File: config.mk
export PLATFORM = sky130hd
export DESIGN_NAME = opmenu_spi_seq
export DESIGN_NICKNAME = d
export VERILOG_FILES = /design/src/rtl/opmenu_spi_pkg.sv /design/src/rtl/opmenu_spi_table.sv /design/src/rtl/opmenu_spi_engine.sv /design/src/rtl/opmenu_spi_seq.sv
export SDC_FILE = /design/constraint.sdc
export NUM_CORES = 1
export LEC_CHECK = 0
export BUFFER_PORTS_ARGS = -buffer_cell sky130_fd_sc_hd__buf_4
export CAP_MARGIN = 5
export CORE_MARGIN = 4
export CORE_UTILIZATION = 50
export CTS_CLUSTER_SIZE = 10
export DETAILED_ROUTE_END_ITERATION = 10
export GPL_TIMING_DRIVEN = 0
export PLACE_DENSITY = 0.73
export RECOVER_POWER = 50
export SYNTH_ARGS = -nofsm -noshare
export SYNTH_HDL_FRONTEND = slang
export SYNTH_SLANG_ARGS = --single-unit
File: constraint.sdc
create_clock -name clk -period 2.7 [get_ports clk]
set_input_delay 0.135 -clock clk [delete_from_list [all_inputs] [get_ports clk]]
set_output_delay 0.135 -clock clk [all_outputs]
set_load 0.02 [all_outputs]
File: src/rtl/opmenu_spi_pkg.sv
package opmenu_spi_pkg;
    typedef enum logic [1:0] {SQ_IDLE, SQ_WAIT, SQ_SHIFT, SQ_GAP} sq_state_e;

    localparam logic [1:0] A_CTL     = 2'd0;
    localparam logic [1:0] A_PFX     = 2'd1;
    localparam logic [1:0] A_MENU_LO = 2'd2;
    localparam logic [1:0] A_MENU_HI = 2'd3;

    localparam int B_BUSY = 0;
    localparam int B_DONE = 2;
    localparam int B_CERR = 3;
    localparam int B_AERR = 4;
    localparam int B_GO   = 9;
    localparam int B_ATOM = 10;
    localparam int B_PSEL = 11;
    localparam int B_IDX  = 12;
    localparam int B_LOCK = 15;
    localparam int B_CNT  = 16;
    localparam int B_DS   = 22;

    localparam int OP_W     = 8;
    localparam int MENU_N   = 8;
    localparam int MENU_IW  = $clog2(MENU_N);
    localparam int MENU_HALF = MENU_N / 2;
endpackage

File: src/rtl/opmenu_spi_table.sv
module opmenu_spi_table
    import opmenu_spi_pkg::*;
(
    input  logic               clk,
    input  logic               rst_n,
    input  logic               wr_en,
    input  logic [1:0]         addr,
    input  logic [31:0]        wr_data,
    input  logic               lock_set,
    input  logic [MENU_IW-1:0] main_idx,
    input  logic               pfx_sel,
    output logic [OP_W-1:0]    main_op,
    output logic [OP_W-1:0]    pfx_op,
    output logic               locked,
    output logic [31:0]        rd_data
);
    typedef struct packed {
        logic [MENU_N-1:0][OP_W-1:0] menu;
        logic [1:0][OP_W-1:0]        pfx;
        logic                        locked;
    } tbl_t;

    tbl_t tbl_d, tbl_q;

    always_comb begin
        tbl_d = tbl_q;
        if (wr_en && !tbl_q.locked) begin
            case (addr)
                A_PFX:     tbl_d.pfx = wr_data[2*OP_W-1:0];
                A_MENU_LO: tbl_d.menu[MENU_HALF-1:0] = wr_data;
                A_MENU_HI: tbl_d.menu[MENU_N-1:MENU_HALF] = wr_data;
                default: ;
            endcase
        end
        if (lock_set) tbl_d.locked = 1'b1;
    end

    always_ff @(posedge clk or negedge rst_n) begin
        if (!rst_n) tbl_q <= '0;
        else        tbl_q <= tbl_d;
    end

    assign main_op = tbl_q.menu[main_idx];
    assign pfx_op  = tbl_q.pfx[pfx_sel];
    assign locked  = tbl_q.locked;

    always_comb begin
        case (addr)
            A_PFX:     rd_data = {{(32-2*OP_W){1'b0}}, tbl_q.pfx};
            A_MENU_LO: rd_data = tbl_q.menu[MENU_HALF-1:0];
            A_MENU_HI: rd_data = tbl_q.menu[MENU_N-1:MENU_HALF];
            default:   rd_data = '0;
        endcase
    end
endmodule

File: src/rtl/opmenu_spi_engine.sv
module opmenu_spi_engine
    import opmenu_spi_pkg::*;
#(
    parameter int BUF_AW = 6
) (
    input  logic               clk,
    input  logic               rst_n,
    input  logic               wr_en,
    input  logic [1:0]         addr,
    input  logic [31:0]        wr_data,
    input  logic               locked,
    input  logic [OP_W-1:0]    main_op,
    input  logic [OP_W-1:0]    pfx_op,
    output logic [MENU_IW-1:0] main_idx,
    output logic               pfx_sel,
    output logic               bus_req,
    input  logic               bus_gnt,
    output logic [BUF_AW-1:0]  buf_raddr,
    input  logic [OP_W-1:0]    buf_rdata,
    output logic               buf_we,
    output logic [BUF_AW-1:0]  buf_waddr,
    output logic [OP_W-1:0]    buf_wdata,
    output logic               spi_cs_n,
    output logic               spi_sck,
    output logic               spi_mosi,
    input  logic               spi_miso,
    output logic [31:0]        ctl_word
);
    localparam int BIT_W = $clog2(OP_W);
    localparam logic [BIT_W-1:0] LAST_BIT = BIT_W'(OP_W - 1);

    typedef struct packed {
        sq_state_e          st;
        logic               atom;
        logic               psel;
        logic [MENU_IW-1:0] idx;
        logic               ds;
        logic [BUF_AW-1:0]  cnt;
        logic               done;
        logic               cerr;
        logic               aerr;
        logic               ph;
        logic [BIT_W-1:0]   bitn;
        logic               pre;
        logic [BUF_AW-1:0]  dcnt;
        logic [OP_W-1:0]    tx;
        logic [OP_W-1:0]    rx;
    } eng_t;

    eng_t eng_d, eng_q;
    logic busy, ctl_wr, go;

    assign busy   = (eng_q.st != SQ_IDLE);
    assign ctl_wr = wr_en && (addr == A_CTL);
    assign go     = ctl_wr && wr_data[B_GO];

    always_comb begin
        eng_d  = eng_q;
        buf_we = 1'b0;
        if (ctl_wr) begin
            if (wr_data[B_DONE]) eng_d.done = 1'b0;
            if (wr_data[B_CERR]) eng_d.cerr = 1'b0;
            if (wr_data[B_AERR]) eng_d.aerr = 1'b0;
        end
        case (eng_q.st)
            SQ_WAIT: if (bus_gnt) begin
                eng_d.st   = SQ_SHIFT;
                eng_d.tx   = eng_q.atom ? pfx_op : main_op;
                eng_d.pre  = eng_q.atom;
                eng_d.ph   = 1'b0;
                eng_d.bitn = '0;
                eng_d.dcnt = '0;
            end
            SQ_GAP: begin
                eng_d.st  = SQ_SHIFT;
                eng_d.tx  = main_op;
                eng_d.pre = 1'b0;
            end
            SQ_SHIFT: begin
                eng_d.ph = !eng_q.ph;
                if (eng_q.ph) begin
                    eng_d.rx = {eng_q.rx[OP_W-2:0], spi_miso};
                    if (eng_q.bitn != LAST_BIT) begin
                        eng_d.bitn = eng_q.bitn + 1'b1;
                        eng_d.tx   = {eng_q.tx[OP_W-2:0], 1'b0};
                    end else begin
                        eng_d.bitn = '0;
                        if (eng_q.pre) begin
                            eng_d.st = SQ_GAP;
                        end else if (eng_q.dcnt == '0) begin
                            if (eng_q.ds && eng_q.cnt != '0) begin
                                eng_d.tx   = buf_rdata;
                                eng_d.dcnt = BUF_AW'(1);
                            end else begin
                                eng_d.st   = SQ_IDLE;
                                eng_d.done = 1'b1;
                            end
                        end else begin
                            buf_we = 1'b1;
                            if (eng_q.dcnt != eng_q.cnt) begin
                                eng_d.tx   = buf_rdata;
                                eng_d.dcnt = eng_q.dcnt + 1'b1;
                            end else begin
                                eng_d.st   = SQ_IDLE;
                                eng_d.done = 1'b1;
                            end
                        end
                    end
                end
            end
            default: ;
        endcase
        if (ctl_wr) begin
            if (busy) begin
                if (go) eng_d.cerr = 1'b1;
            end else begin
                eng_d.atom = wr_data[B_ATOM];
                eng_d.psel = wr_data[B_PSEL];
                eng_d.idx  = wr_data[B_IDX +: MENU_IW];
                eng_d.ds   = wr_data[B_DS];
                eng_d.cnt  = wr_data[B_CNT +: BUF_AW];
                if (go) begin
                    if (!locked) eng_d.aerr = 1'b1;
                    else         eng_d.st   = SQ_WAIT;
                end
            end
        end
    end

    always_ff @(posedge clk or negedge rst_n) begin
        if (!rst_n) eng_q <= '0;
        else        eng_q <= eng_d;
    end

    assign main_idx  = eng_q.idx;
    assign pfx_sel   = eng_q.psel;
    assign bus_req   = busy;
    assign spi_cs_n  = (eng_q.st != SQ_SHIFT);
    assign spi_sck   = (eng_q.st == SQ_SHIFT) && eng_q.ph;
    assign spi_mosi  = (eng_q.st == SQ_SHIFT) && eng_q.tx[OP_W-1];
    assign buf_raddr = eng_q.dcnt;
    assign buf_waddr = eng_q.dcnt - 1'b1;
    assign buf_wdata = {eng_q.rx[OP_W-2:0], spi_miso};

    always_comb begin
        ctl_word                    = '0;
        ctl_word[B_BUSY]            = busy;
        ctl_word[B_DONE]            = eng_q.done;
        ctl_word[B_CERR]            = eng_q.cerr;
        ctl_word[B_AERR]            = eng_q.aerr;
        ctl_word[B_ATOM]            = eng_q.atom;
        ctl_word[B_PSEL]            = eng_q.psel;
        ctl_word[B_IDX +: MENU_IW]  = eng_q.idx;
        ctl_word[B_LOCK]            = locked;
        ctl_word[B_CNT +: BUF_AW]   = eng_q.cnt;
        ctl_word[B_DS]              = eng_q.ds;
    end
endmodule

File: src/rtl/opmenu_spi_seq.sv
module opmenu_spi_seq
    import opmenu_spi_pkg::*;
#(
    parameter int BUF_AW = 6
) (
    input  logic              clk,
    input  logic              rst_n,
    input  logic              reg_we,
    input  logic [1:0]        reg_addr,
    input  logic [31:0]       reg_wdata,
    output logic [31:0]       reg_rdata,
    input  logic              lock_set,
    output logic              bus_req,
    input  logic              bus_gnt,
    output logic [BUF_AW-1:0] buf_raddr,
    input  logic [7:0]        buf_rdata,
    output logic              buf_we,
    output logic [BUF_AW-1:0] buf_waddr,
    output logic [7:0]        buf_wdata,
    output logic              spi_cs_n,
    output logic              spi_sck,
    output logic              spi_mosi,
    input  logic              spi_miso
);
    logic [MENU_IW-1:0] main_idx;
    logic               pfx_sel, locked;
    logic [OP_W-1:0]    main_op, pfx_op;
    logic [31:0]        tbl_rdata, ctl_word;

    opmenu_spi_table u_table (
        .clk(clk), .rst_n(rst_n), .wr_en(reg_we), .addr(reg_addr),
        .wr_data(reg_wdata), .lock_set(lock_set), .main_idx(main_idx),
        .pfx_sel(pfx_sel), .main_op(main_op), .pfx_op(pfx_op),
        .locked(locked), .rd_data(tbl_rdata)
    );

    opmenu_spi_engine #(.BUF_AW(BUF_AW)) u_engine (
        .clk(clk), .rst_n(rst_n), .wr_en(reg_we), .addr(reg_addr),
        .wr_data(reg_wdata), .locked(locked), .main_op(main_op),
        .pfx_op(pfx_op), .main_idx(main_idx), .pfx_sel(pfx_sel),
        .bus_req(bus_req), .bus_gnt(bus_gnt), .buf_raddr(buf_raddr),
        .buf_rdata(buf_rdata), .buf_we(buf_we), .buf_waddr(buf_waddr),
        .buf_wdata(buf_wdata), .spi_cs_n(spi_cs_n), .spi_sck(spi_sck),
        .spi_mosi(spi_mosi), .spi_miso(spi_miso), .ctl_word(ctl_word)
    );

    assign reg_rdata = (reg_addr == A_CTL) ? ctl_word : tbl_rdata;
endmodule

==> run_results.csv, run 1 <==
group,metric,value,unit
status,run_status,"finished, violations left",
status,violations,"capacitance limit, slew limit",
clocking,h-tree-depth,4,
timing,setup_slack,0.114,ns
setup_path,path_buf_inv,2,
grt,grt_overflow,0,
synth,synth.ff_latch_count,124,
cells_and_area,fin_nets,731,
placement,io_buffers,101,
grt,grt_use_met1,34.4,%
cells_and_area,instances_no_fill,861,
synth,ys_types,53,
power,powerDensity,829,nW/um^2
setup_path,start_kind,"register",
power,power_leakage,0.00398,uW
job,maxCapViolCount,1,
setup_path,critPathMaxStageDelay,0.46,ns
cells_and_area,syn_to_final_growth,28.5,%
cells_and_area,layout-drive-gt1-share,41.9,%
setup_path,r2r_start,"u_engine.buf_raddr[0]$_DFFE_PN0P_",
timing,tightest_slew,2.20,ns
detailed_routing,drc,0,
detailed_routing,detail_route.wl_per_cell,21.8,um
placement,place_ws,-0.0371,ns
synth,syn_inst,522,
timing,setup_tns,0,ns
synth,synth_top_area_cell,"dfrtp_1",
timing,timing.fmax,0.387,GHz
clocking,cts_tree,"yes",
synth,synth-seq-area-share,46.6,%
die,row_count,41,
placement,hpwl,13300,um
setup_path,cpMaxStageDelayCell,"dfrtp_2",
timing,final_hold_viol_count,0,
synth,synth_warnings,0,
setup_path,critPathCaptureType,"register",
placement,place_congestion,0.865,
timing,skew,0.00593,ns
die,die_x,123,um
timing,final.min_clock_period,2.59,ns
grt,grtUsageMet3,7.41,%
min_path,min_path_type,"in -> reg",
setup_path,crit_type,"reg -> reg",
clocking,cts_root_buf,"clkbuf_16",
grt,grt_pass1_wl,29600,um
setup_path,path_cells,"inv_1 > ha_1 > or3b_4 > o311a_1 > a221oi_4 > o31ai_4 > buf_4 > mux2_1",
grt,grt_max_degree,87,
die,die_height,123,um
grt,track_usage,26.3,%
timing,rsz0062_at_grt,"no",
timing,slew_viol_final,39,
setup_path,worst_ep_required_time,2.99,ns
clocking,path_clk_slew,0.05,ns
synth,async_reset_ff_share,100,%
grt,gr-max-usage-layer,"met2",
timing,max-slew-margin-rel,-46.7,%
synth,ys.flop_type,"dfrtp_1",
synth,synthTopCellsByArea,"dfrtp_1 47%, mux2_2 19%, mux4_2 8.8%, mux2i_1 3.8%, nor2b_1 2.4%",
placement,dp.cells,796,
synth,postSynthAreaPerCell,12.7,um^2
setup_path,cp_max_fo,8,
die,die_area,15200,um^2
timing,report.final.setup_viol,0,
setup_path,crit_family,"compound AO/OA/AOI/OAI gates",
detailed_routing,drt-vias-per-instance,5.88,
die,ios,105,
die,core,12800,um^2
detailed_routing,drt_wl_total,18700,um
grt,met2_usage,42.7,%
die,start_util,51.9,%
grt,grt_pass1_vias,5250,
synth,syn_area,6650,um^2
clocking,clock_latency,0.41,ns
cells_and_area,n_antenna_cell,0,
clocking,cts_max_path_buffers,2,
detailed_routing,drtAntennaViolNets,0,
grt,antenna_found_initial,0,
synth,synth-edff-count,0,
synth,synth_top_area_share,46.6,%
synth,syn_nets,574,
setup_path,crit_start,"u_engine.buf_raddr[0]$_DFFE_PN0P_",
timing,holdWs,0.0708,ns
setup_path,worstPathArrival,2.88,ns
detailed_routing,drt_iter0_drc,439,
clocking,cts_buffers,17,
clocking,clock_sinks,124,
cells_and_area,fillerInstances,1027,
min_path,hp-start,"bus_gnt",
timing,finalCritPeriodShare,95.8,%
power,power,7090,uW
detailed_routing,dr.pass1.iters,6,
power,irDropWorstVdd,546,uV
detailed_routing,vias,5065,
==> logic make-up (layout without fill, tap and decap cells) <==
logic type      Yosys count  in the layout  share of synthesized area, %
xor+xnor                 10             10                          1.32
buf+inv                  60            227                          4.42
fa+ha+maj                 4              4                         0.752
compound gates           50             50                          6.21
simple gates            110            110                          8.97
flops                   124            124                          46.6
mux                     164            164                          31.7
==> synthesized netlist by cell type, types with 8 or more instances <==
cell type and instances:
buf_4 14, buf_1 8, nand2_1 34, nand3_1 11
or3_1 8, dfrtp_1 124, clkbuf_1 19, mux2_2 112
nor2b_1 25, mux2i_1 25, inv_1 9, a22o_1 14
mux4_2 26
==> routing by layer <==
layer / vias up / part of all wire (%)
met3: 30 / 7.3
li1: 2231 / -
met5: - / 0
met2: 226 / 49
met1: 2578 / 42
met4: 0 / 1.9
==> worst register-to-register path, cell delays in order (launching register included) <==
cell      delay (ns)
dfrtp_2         0.46
inv_1           0.12
ha_1            0.20
or3b_4          0.42
o311a_1         0.36
a221oi_4        0.34
o31ai_4         0.10
buf_4           0.17
mux2_1          0.31
==> path summary, 6_finish.rpt <==
kind,depth (start not counted),slack (ns),end
max,8,0.11,u_engine.eng_q[8]$_DFFE_PN0P_
min,3,0.07,u_engine.eng_q[22]$_DFFE_PN0P_
min in group asynchronous,2,0.91,u_engine.buf_raddr[4]$_DFFE_PN0P_
min reg2reg,2,0.49,u_engine.buf_wdata[7]$_DFFE_PN0P_
max in group asynchronous,2,0.52,u_table.tbl_q[50]$_DFFE_PN0P_
max reg2reg,8,0.11,u_engine.eng_q[8]$_DFFE_PN0P_
==> flip-flops by register name, indices dropped and copies added (netlist names) <==
signal              flops
u_table.tbl_q          80
u_engine.eng_q         15
u_engine.ctl_word      11
u_engine.buf_wdata      7
u_engine.buf_raddr      6
u_engine.main_idx       3
u_engine.pfx_sel        1
u_table.locked          1
==> repair_timing <==
action | in CTS | in global routing
pin swaps | 0 | 1
endpoints found under the hold margin | 131 | 0
hold buffers | 35 | 0
buffers inserted | 0 | 1
gates cloned | 0 | 0
setup endpoints to repair | 3 | 11
gates resized for setup | 2 | 7
==> layout make-up <==
| cell class | instances | area [um^2] | area share (%) |
|---|---|---|---|
| tap | 172 | 215 | 2.52 |
| buffer | 49 | 256 | 3.00 |
| inverter | 11 | 41.3 | 0.483 |
| clock buffer | 21 | 460 | 5.39 |
| clock inverter | 8 | 95.1 | 1.11 |
| timing repair buffer | 138 | 1090 | 12.8 |
| sequential | 124 | 3100 | 36.3 |
| multi-input combinational | 338 | 3280 | 38.4 |
==> stage by stage <==
step	util (%)	area [um^2]
2_1_floorplan	-	6650
3_5_place_dp	59.7	7660
4_1_cts	66.8	8570
3_3_place_gp	59.5	7630
5_1_grt	66.6	8550
6_report	66.6	8550
==> where the power goes <==
group          switching [uW]  internal (uW)  total [uW]
logic                    1310           1120        2430
registers                 322           2180        2510
clock network             776           1380        2160
==> placed cells by master, fill, tap and decap left out, drive strengths merged, types with 10 or more instances in the layout <==
cell type,Yosys,routed
dfrtp,124,124
buf,30,117
mux2,113,113
clkbuf,19,56
dlygate4sd3,0,35
nand2,34,34
mux4,26,26
mux2i,25,25
nor2b,25,25
a22o,14,14
nand3,11,11
inv,10,10
(Power assumes the default switching activity.)
==> run 2: changes to the inputs <==
--- a/config.mk
+++ b/config.mk
@@ -8,12 +8,13 @@
 export BUFFER_PORTS_ARGS = -buffer_cell sky130_fd_sc_hd__buf_4
 export CAP_MARGIN = 5
 export CORE_MARGIN = 4
-export CORE_UTILIZATION = 50
+export CORE_UTILIZATION = 57
 export CTS_CLUSTER_SIZE = 10
 export DETAILED_ROUTE_END_ITERATION = 10
 export GPL_TIMING_DRIVEN = 0
-export PLACE_DENSITY = 0.73
+export PLACE_DENSITY = 0.81
 export RECOVER_POWER = 50
+export REMOVE_ABC_BUFFERS = 1
 export SYNTH_ARGS = -nofsm -noshare
 export SYNTH_HDL_FRONTEND = slang
 export SYNTH_SLANG_ARGS = --single-unit
==> run 2 against run 1 <==
The flow still finishes with violations (capacitance limit, slew limit). Flip-flop and latch count stayed put. First-iteration DRC count is 15% lower. Maximum frequency is 0.63% higher. Core utilization is 6.6 points higher. Sequential power is 7% higher. Power is 0.65% higher. Die area is 12% lower. Critical endpoint unchanged. Worst hold slack better by 0.0027 ns. Sequential share of layout area is 0.81 points higher. Worst setup slack better by 0.016 ns. Via count is 3.3% lower. Largest power group unchanged.
==> run_results.csv, run 2 (synthesis results as in run 1) <==
group,metric,value,unit
status,run_status,"finished, violations left",
status,violations,"capacitance limit, slew limit",
grt,grt_pass1_vias,5106,
timing,skew,0.00759,ns
cells_and_area,fin_area,8360,um^2
cells_and_area,instances_no_fill,792,
grt,antenna_found_initial,0,
detailed_routing,vias,4900,
timing,final_hold_viol_count,0,
power,irDropWorstVdd,703,uV
cells_and_area,final_core_util,73.2,%
setup_path,r2r_start,"u_engine.buf_raddr[0]$_DFFE_PN0P_",
cells_and_area,regMostFlops,"u_table.tbl_q",
min_path,hp-start,"bus_gnt",
cells_and_area,fin_nets,689,
placement,place_ws,-0.156,ns
timing,report.final.setup_viol,0,
timing,rsz0062_at_grt,"no",
placement,io_buffers,104,
clocking,cts_root_buf,"clkbuf_16",
cells_and_area,largest_register_ffs,80,
grt,grt_pass1_wl,27700,um
power,switching_share,33.1,%
grt,grt_max_degree,94,
detailed_routing,drc,0,
detailed_routing,wl_met3,1450,um
timing,holdWs,0.0735,ns
cells_and_area,syn_to_final_growth,25.7,%
power,combPwrFrac,29.5,%
detailed_routing,drt_iter0_drc,373,
die,die_height,116,um
timing,finalCritPeriodShare,95.2,%
min_path,min_path_type,"in -> reg",
placement,place_area,7460,um^2
placement,place_congestion,0.808,
detailed_routing,route.met2.wl,8670,um
detailed_routing,drtAntennaViolNets,0,
job,maxCapViolCount,1,
grt,track_usage,27.3,%
setup_path,worst_ep_required_time,2.99,ns
timing,tightest_slew,1.83,ns
detailed_routing,top_layer_used,"met4",
clocking,clock_sinks,124,
power,pwr-share-seq,37.7,%
setup_path,crit_start,"u_engine.buf_raddr[0]$_DFFE_PN0P_",
die,die_x,116,um
detailed_routing,drt_wl_total,17400,um
placement,dp.cells,725,
cells_and_area,fillerInstances,803,
min_path,holdPathStages,3,
die,start_util,58.3,%
detailed_routing,drt-vias-per-instance,6.19,
die,row_count,39,
power,p_clk_share,32.8,%
setup_path,critPathCaptureType,"register",
cells_and_area,n_antenna_cell,0,
die,core,11400,um^2
timing,timing.fmax,0.389,GHz
setup_path,reg2regPathDepth,8,
power,power_leakage,0.00388,uW
setup_path,cpMaxStageDelayCell,"dfrtp_2",
timing,setup_slack,0.130,ns
cells_and_area,final_cell_mix,"122 x dfrtp_1, 112 x mux2_2, 79 x buf_4",
cells_and_area,mostFrequentLayoutCell,"dfrtp_1",
timing,slew_viol_final,32,
cells_and_area,layout-drive-gt1-share,40.8,%
clocking,path_clk_slew,0.05,ns
setup_path,cp_max_fo,8,
clocking,cts_max_path_buffers,2,
detailed_routing,wl_met1,6800,um
setup_path,worstPathArrival,2.86,ns
power,p_int,4770,uW
detailed_routing,dr.pass1.iters,5,
setup_path,crit_type,"reg -> reg",
clocking,h-tree-depth,4,
grt,grt_overflow,0,
setup_path,critPathMaxStageDelay,0.46,ns
power,powerDensity,853,nW/um^2
placement,hpwl,11000,um
setup_path,path_cells,"inv_1 > ha_1 > or3b_4 > o311a_1 > a221oi_2 > o31ai_4 > buf_12 > mux2_1",
timing,final.min_clock_period,2.57,ns
detailed_routing,detail_route.wl_per_cell,22.0,um
die,ios,105,
power,p_switching,2360,uW
clocking,cts_tree,"yes",
setup_path,start_kind,"register",
timing,max-slew-margin-rel,-21.8,%
clocking,cts_buffers,17,
die,die_area,13500,um^2
clocking,clock_latency,0.41,ns
-- run 2: final cells by class --
type                    instances  area, um^2  area share [%]
clock buffers                  24         502            6.00
clock inverters                 7         110            1.32
inverters                      11        45.0           0.539
multi-input cells             338        3280            39.2
flip-flops and latches        124        3110            37.1
well taps                     143         179            2.14
repair buffers                145        1140            13.6
-- run 2: routing by layer --
layer / global-route usage (%) / up-vias
li1: - / 2141
met1: 35.1 / 2490
met2: 43.5 / 232
met3: 7.68 / 37
met4: 12.1 / 0
met5: 0 / -
-- run 2: path summary, 6_finish.rpt --
path	slack, ns	endpoint
worst max-delay path	0.13	u_engine.eng_q[8]$_DFFE_PN0P_
worst min-delay path	0.07	u_engine.eng_q[22]$_DFFE_PN0P_
worst max register to register	0.13	u_engine.eng_q[8]$_DFFE_PN0P_
worst min register to register	0.49	u_engine.buf_wdata[3]$_DFFE_PN0P_
max in group asynchronous	0.73	u_engine.main_idx[0]$_DFFE_PN0P_
min in group asynchronous	0.76	u_engine.buf_raddr[1]$_DFFE_PN0P_
-- run 2: critical path, delay by kind of cell (launching register included) --
kind	cells	cell delay, ns
AO/OA/AOI/OAI	3	0.79
adder cells (fa/ha/maj)	1	0.19
buffers and inverters	2	0.29
flip-flops	1	0.46
multiplexers	1	0.30
AND/OR/NAND/NOR	1	0.42
-- run 2: per-stage QoR --
step                      total power [uW]  TNS, ns
after global placement                4650  -153.82
after global routing                  7460        0
after floorplan                       3900   -46.49
final                                 7130        0
after detailed placement              4730    -4.02
after CTS                             7190        0
-- run 2: power groups by stage --
stage	registers [uW]	logic, uW	clock network, uW
final	2690	2100	2340
after CTS	2680	2140	2370
after detailed placement	2700	2030	0
after global placement	2670	1980	0
after global routing	2740	2260	2460
after floorplan	2590	1310	0
-- run 2: what timing repair did --
item,4_1_cts,5_1_grt
setup endpoints to repair,10,9
setup buffers,1,0
cloned,0,0
endpoints found under the hold margin,123,0
hold buffers,35,0
gates resized for setup,1,4
pin swaps,1,0
==> run 3: changes to the inputs <==
--- a/config.mk
+++ b/config.mk
@@ -5,6 +5,7 @@
 export SDC_FILE = /design/constraint.sdc
 export NUM_CORES = 1
 export LEC_CHECK = 0
+export ABC_AREA = 1
 export BUFFER_PORTS_ARGS = -buffer_cell sky130_fd_sc_hd__buf_4
 export CAP_MARGIN = 5
 export CORE_MARGIN = 4
@@ -12,6 +13,8 @@
 export CTS_CLUSTER_SIZE = 10
 export DETAILED_ROUTE_END_ITERATION = 10
 export GPL_TIMING_DRIVEN = 0
+export HOLD_SLACK_MARGIN = 0.15
+export MAX_ROUTING_LAYER = met4
 export PLACE_DENSITY = 0.81
 export RECOVER_POWER = 50
 export REMOVE_ABC_BUFFERS = 1
==> run 3 against run 2 <==
The run still ends with capacitance limit, slew limit left. Sequential share of layout area is 0.054 points lower. Register-to-register slack better by 0.13 ns. Highest routed layer unchanged. Largest cell class is now flip-flops and latches. Global-route usage is 4.0 points higher. Worst setup slack better by 0.071 ns. Combinational power is 31% higher. Via count is 35% higher. Critical endpoint is now u_engine.eng_q[42]$_DFF_PN0_. Non-clock buffer count is 1 higher. Maximum frequency is 2.9% higher.
==> run_results.csv, run 3 <==
group,metric,value,unit
setup_path,worst_ep_required_time,3.06,ns
cells_and_area,fin_nets,1055,
setup_path,reg2regPathDepth,11,
cells_and_area,instances_no_fill,1159,
synth,synth_top_area_cell,"dfrtp_1",
synth,synth_warnings,0,
cells_and_area,multi_input_area,2900,um^2
clocking,h-tree-depth,4,
placement,dp.cells,1088,
setup_path,worstPathArrival,2.86,ns
clocking,clock_sinks,124,
die,ios,105,
setup_path,path_buf_inv,4,
placement,io_buffers,104,
power,irDropWorstVdd,648,uV
synth,synth.ff_latch_count,124,
timing,timing.fmax,0.400,GHz
job,maxCapViolCount,1,
status,violations,"capacitance limit, slew limit",
clocking,cts_tree,"yes",
clocking,cts_buffers,17,
power,power_leakage,0.00412,uW
clocking,clock_latency,0.42,ns
power,powerDensity,915,nW/um^2
cells_and_area,fillerInstances,901,
synth,synth-edff-count,0,
timing,max-slew-margin-rel,-36.9,%
setup_path,rr_endpoint,"u_engine.eng_q[42]$_DFF_PN0_",
synth,synth-seq-area-share,46.2,%
cells_and_area,syn_to_final_growth,24.6,%
clocking,path_clk_slew,0.05,ns
setup_path,r2r_setup_slack,0.26,ns
detailed_routing,drtAntennaViolNets,0,
placement,place_area,7450,um^2
timing,holdWs,0.180,ns
timing,final_hold_viol_count,0,
detailed_routing,drt_iter0_drc,692,
setup_path,cp-endpoint,"u_engine.eng_q[42]$_DFF_PN0_",
setup_path,path_cells,"buf_4 > nor2_1 > inv_2 > nor2_1 > inv_2 > nor2_4 > nand3_1 > nand3_1 > dlygate4sd3_1",
cells_and_area,mostFrequentLayoutCell,"nand2_1",
detailed_routing,vias,6634,
placement,place_congestion,0.899,
timing,finalCritPeriodShare,92.5,%
synth,ys.flop_type,"dfrtp_1",
setup_path,start_kind,"primary input",
cells_and_area,fin_area,8370,um^2
synth,synthTopCellsByCount,"274 x nand2_1, 124 x dfrtp_1, 94 x o21ai_1",
die,start_util,58.6,%
detailed_routing,drc,0,
setup_path,cp_num_cells,9,
status,run_status,"finished, violations left",
synth,syn_area,6720,um^2
setup_path,crit_family,"simple AND/OR/NAND/NOR gates",
synth,syn_inst,894,
setup_path,r2r_start,"u_engine.buf_raddr[0]$_DFFE_PN0P_",
setup_path,crit_start,"reg_addr[1]",
synth,postSynthAreaPerCell,7.52,um^2
die,row_count,39,
timing,tightest_slew,2.05,ns
timing,skew,0.00617,ns
die,die_height,117,um
die,core,11500,um^2
grt,grt_pass1_wl,31600,um
detailed_routing,dr.pass1.iters,6,
synth,ys_types,36,
setup_path,critPathMaxStageDelay,0.59,ns
setup_path,cpMaxStageDelayCell,"nor2_1",
synth,synth_top_area_share,46.2,%
timing,report.final.setup_viol,0,
cells_and_area,n_antenna_cell,0,
grt,grt_overflow,0,
setup_path,critPathCaptureType,"register",
clocking,cts_root_buf,"clkbuf_16",
detailed_routing,detail_route.wl_per_cell,17.1,um
grt,track_usage,31.3,%
cells_and_area,layout-drive-gt1-share,16.3,%
cells_and_area,regMostFlops,"u_table.tbl_q",
cells_and_area,final_cell_mix,"273 x nand2_1, 123 x dfrtp_1, 89 x inv_1",
grt,grt_pass1_vias,6283,
timing,slew_viol_final,35,
grt,antenna_found_initial,0,
die,die_x,117,um
clocking,cts_max_path_buffers,2,
setup_path,cp_max_fo,25,
detailed_routing,drt-vias-per-instance,5.72,
synth,yosys.cell_count.top_type,"nand2_1",
detailed_routing,drt_wl_total,19800,um
cells_and_area,seq_area,3100,um^2
synth,synthTopCellsByArea,"dfrtp_1 46%, nand2_1 15%, o21ai_1 7.0%, inv_1 5.0%, nand3_1 3.6%",
min_path,min_path_type,"in -> reg",
setup_path,crit_type,"in -> reg",
synth,async_reset_ff_share,100,%
timing,rsz0062_at_grt,"no",
grt,grt_max_degree,91,
placement,hpwl,12700,um
die,die_area,13600,um^2
timing,final.min_clock_period,2.50,ns
cells_and_area,largest_register_ffs,80,
-- run 3: changes by cell type in the layout (fill, tap and decap cells not counted), sizes merged, moves of 23 or more --
cell and delta:
inv +97, nand3 +38, nor2b -25, nand2 +248, nor2 +31, mux2i -25, o211ai +23, mux4 -26
o21ai +133, mux2 -113
-- run 3: worst min path at each step --
stage,startpoint,to,cells after the start
after floorplan,rst_n,u_engine.buf_raddr[0]$_DFFE_PN0P_,0
after global placement,lock_set,u_table.locked$_DFFE_PN0P_,2
after detailed placement,rst_n,u_engine.buf_raddr[5]$_DFFE_PN0P_,1
after CTS,buf_rdata[1],u_engine.eng_q[9]$_DFFE_PN0P_,7
after global routing,buf_rdata[1],u_engine.eng_q[9]$_DFFE_PN0P_,7
final,buf_rdata[3],u_engine.eng_q[11]$_DFFE_PN0P_,7
-- run 3: repair_timing --
item,4_1_cts,5_1_grt
gates resized for setup,0,0
endpoints found under the setup margin,0,0
setup buffers,0,0
hold buffers,39,0
endpoints found under the hold margin,225,0
-- run 3: cells by family (layout without fill, tap and decap cells) --
kind of cell / count (synthesis) / count (layout) / synth area share (%)
buffers and inverters: 166 / 288 / 10.6
flip-flops: 124 / 124 / 46.2
adder cells (fa/ha/maj): 4 / 4 / 0.745
XOR/XNOR: 4 / 4 / 0.521
AND/OR/NAND/NOR: 381 / 381 / 23.8
AO/OA/AOI/OAI: 215 / 215 / 18.1
-- run 3: through the flow --
stage | power [uW] | setup WS [ns] | util [%] | setup TNS, ns
after floorplan | 4330 | 0.646 | - | 0
after global placement | 5310 | -0.546 | 64.3 | -18.21
after detailed placement | 5380 | 0.363 | 65.0 | 0
after CTS | 7690 | 0.288 | 73.6 | 0
after global routing | 8070 | 0.111 | 73.0 | 0
final | 7660 | 0.201 | 73.0 | 0
-- run 3: area by class of cell --
type	instances	area share, %
inverters	110	4.93
flip-flops and latches	124	37.1
repair buffers	146	14.1
well taps	143	2.14
multi-input cells	604	34.7
clock inverters	6	0.658
clock buffers	26	6.44
-- run 3: power by group --
part	internal, uW	switching [uW]
Sequential	2170	490
Clock	1450	799
Combinational	991	1760
-- run 3: layer usage --
metal | global-route usage (%) | up-vias | wire length (um)
met5 | - | - | 0
met4 | 14.5 | 0 | 764
met3 | 6.01 | 66 | 1740
met2 | 48.4 | 350 | 9410
met1 | 40.1 | 3104 | 7910
li1 | - | 3114 | -
-- run 3: tightest hold or removal path: stages --
cell       delay (ns)
buf_4            0.08
nand2_1          0.04
nand2_1          0.07
a2bb2oi_1        0.05
nand2_1          0.06
nand3_1          0.08
nand2_1          0.06
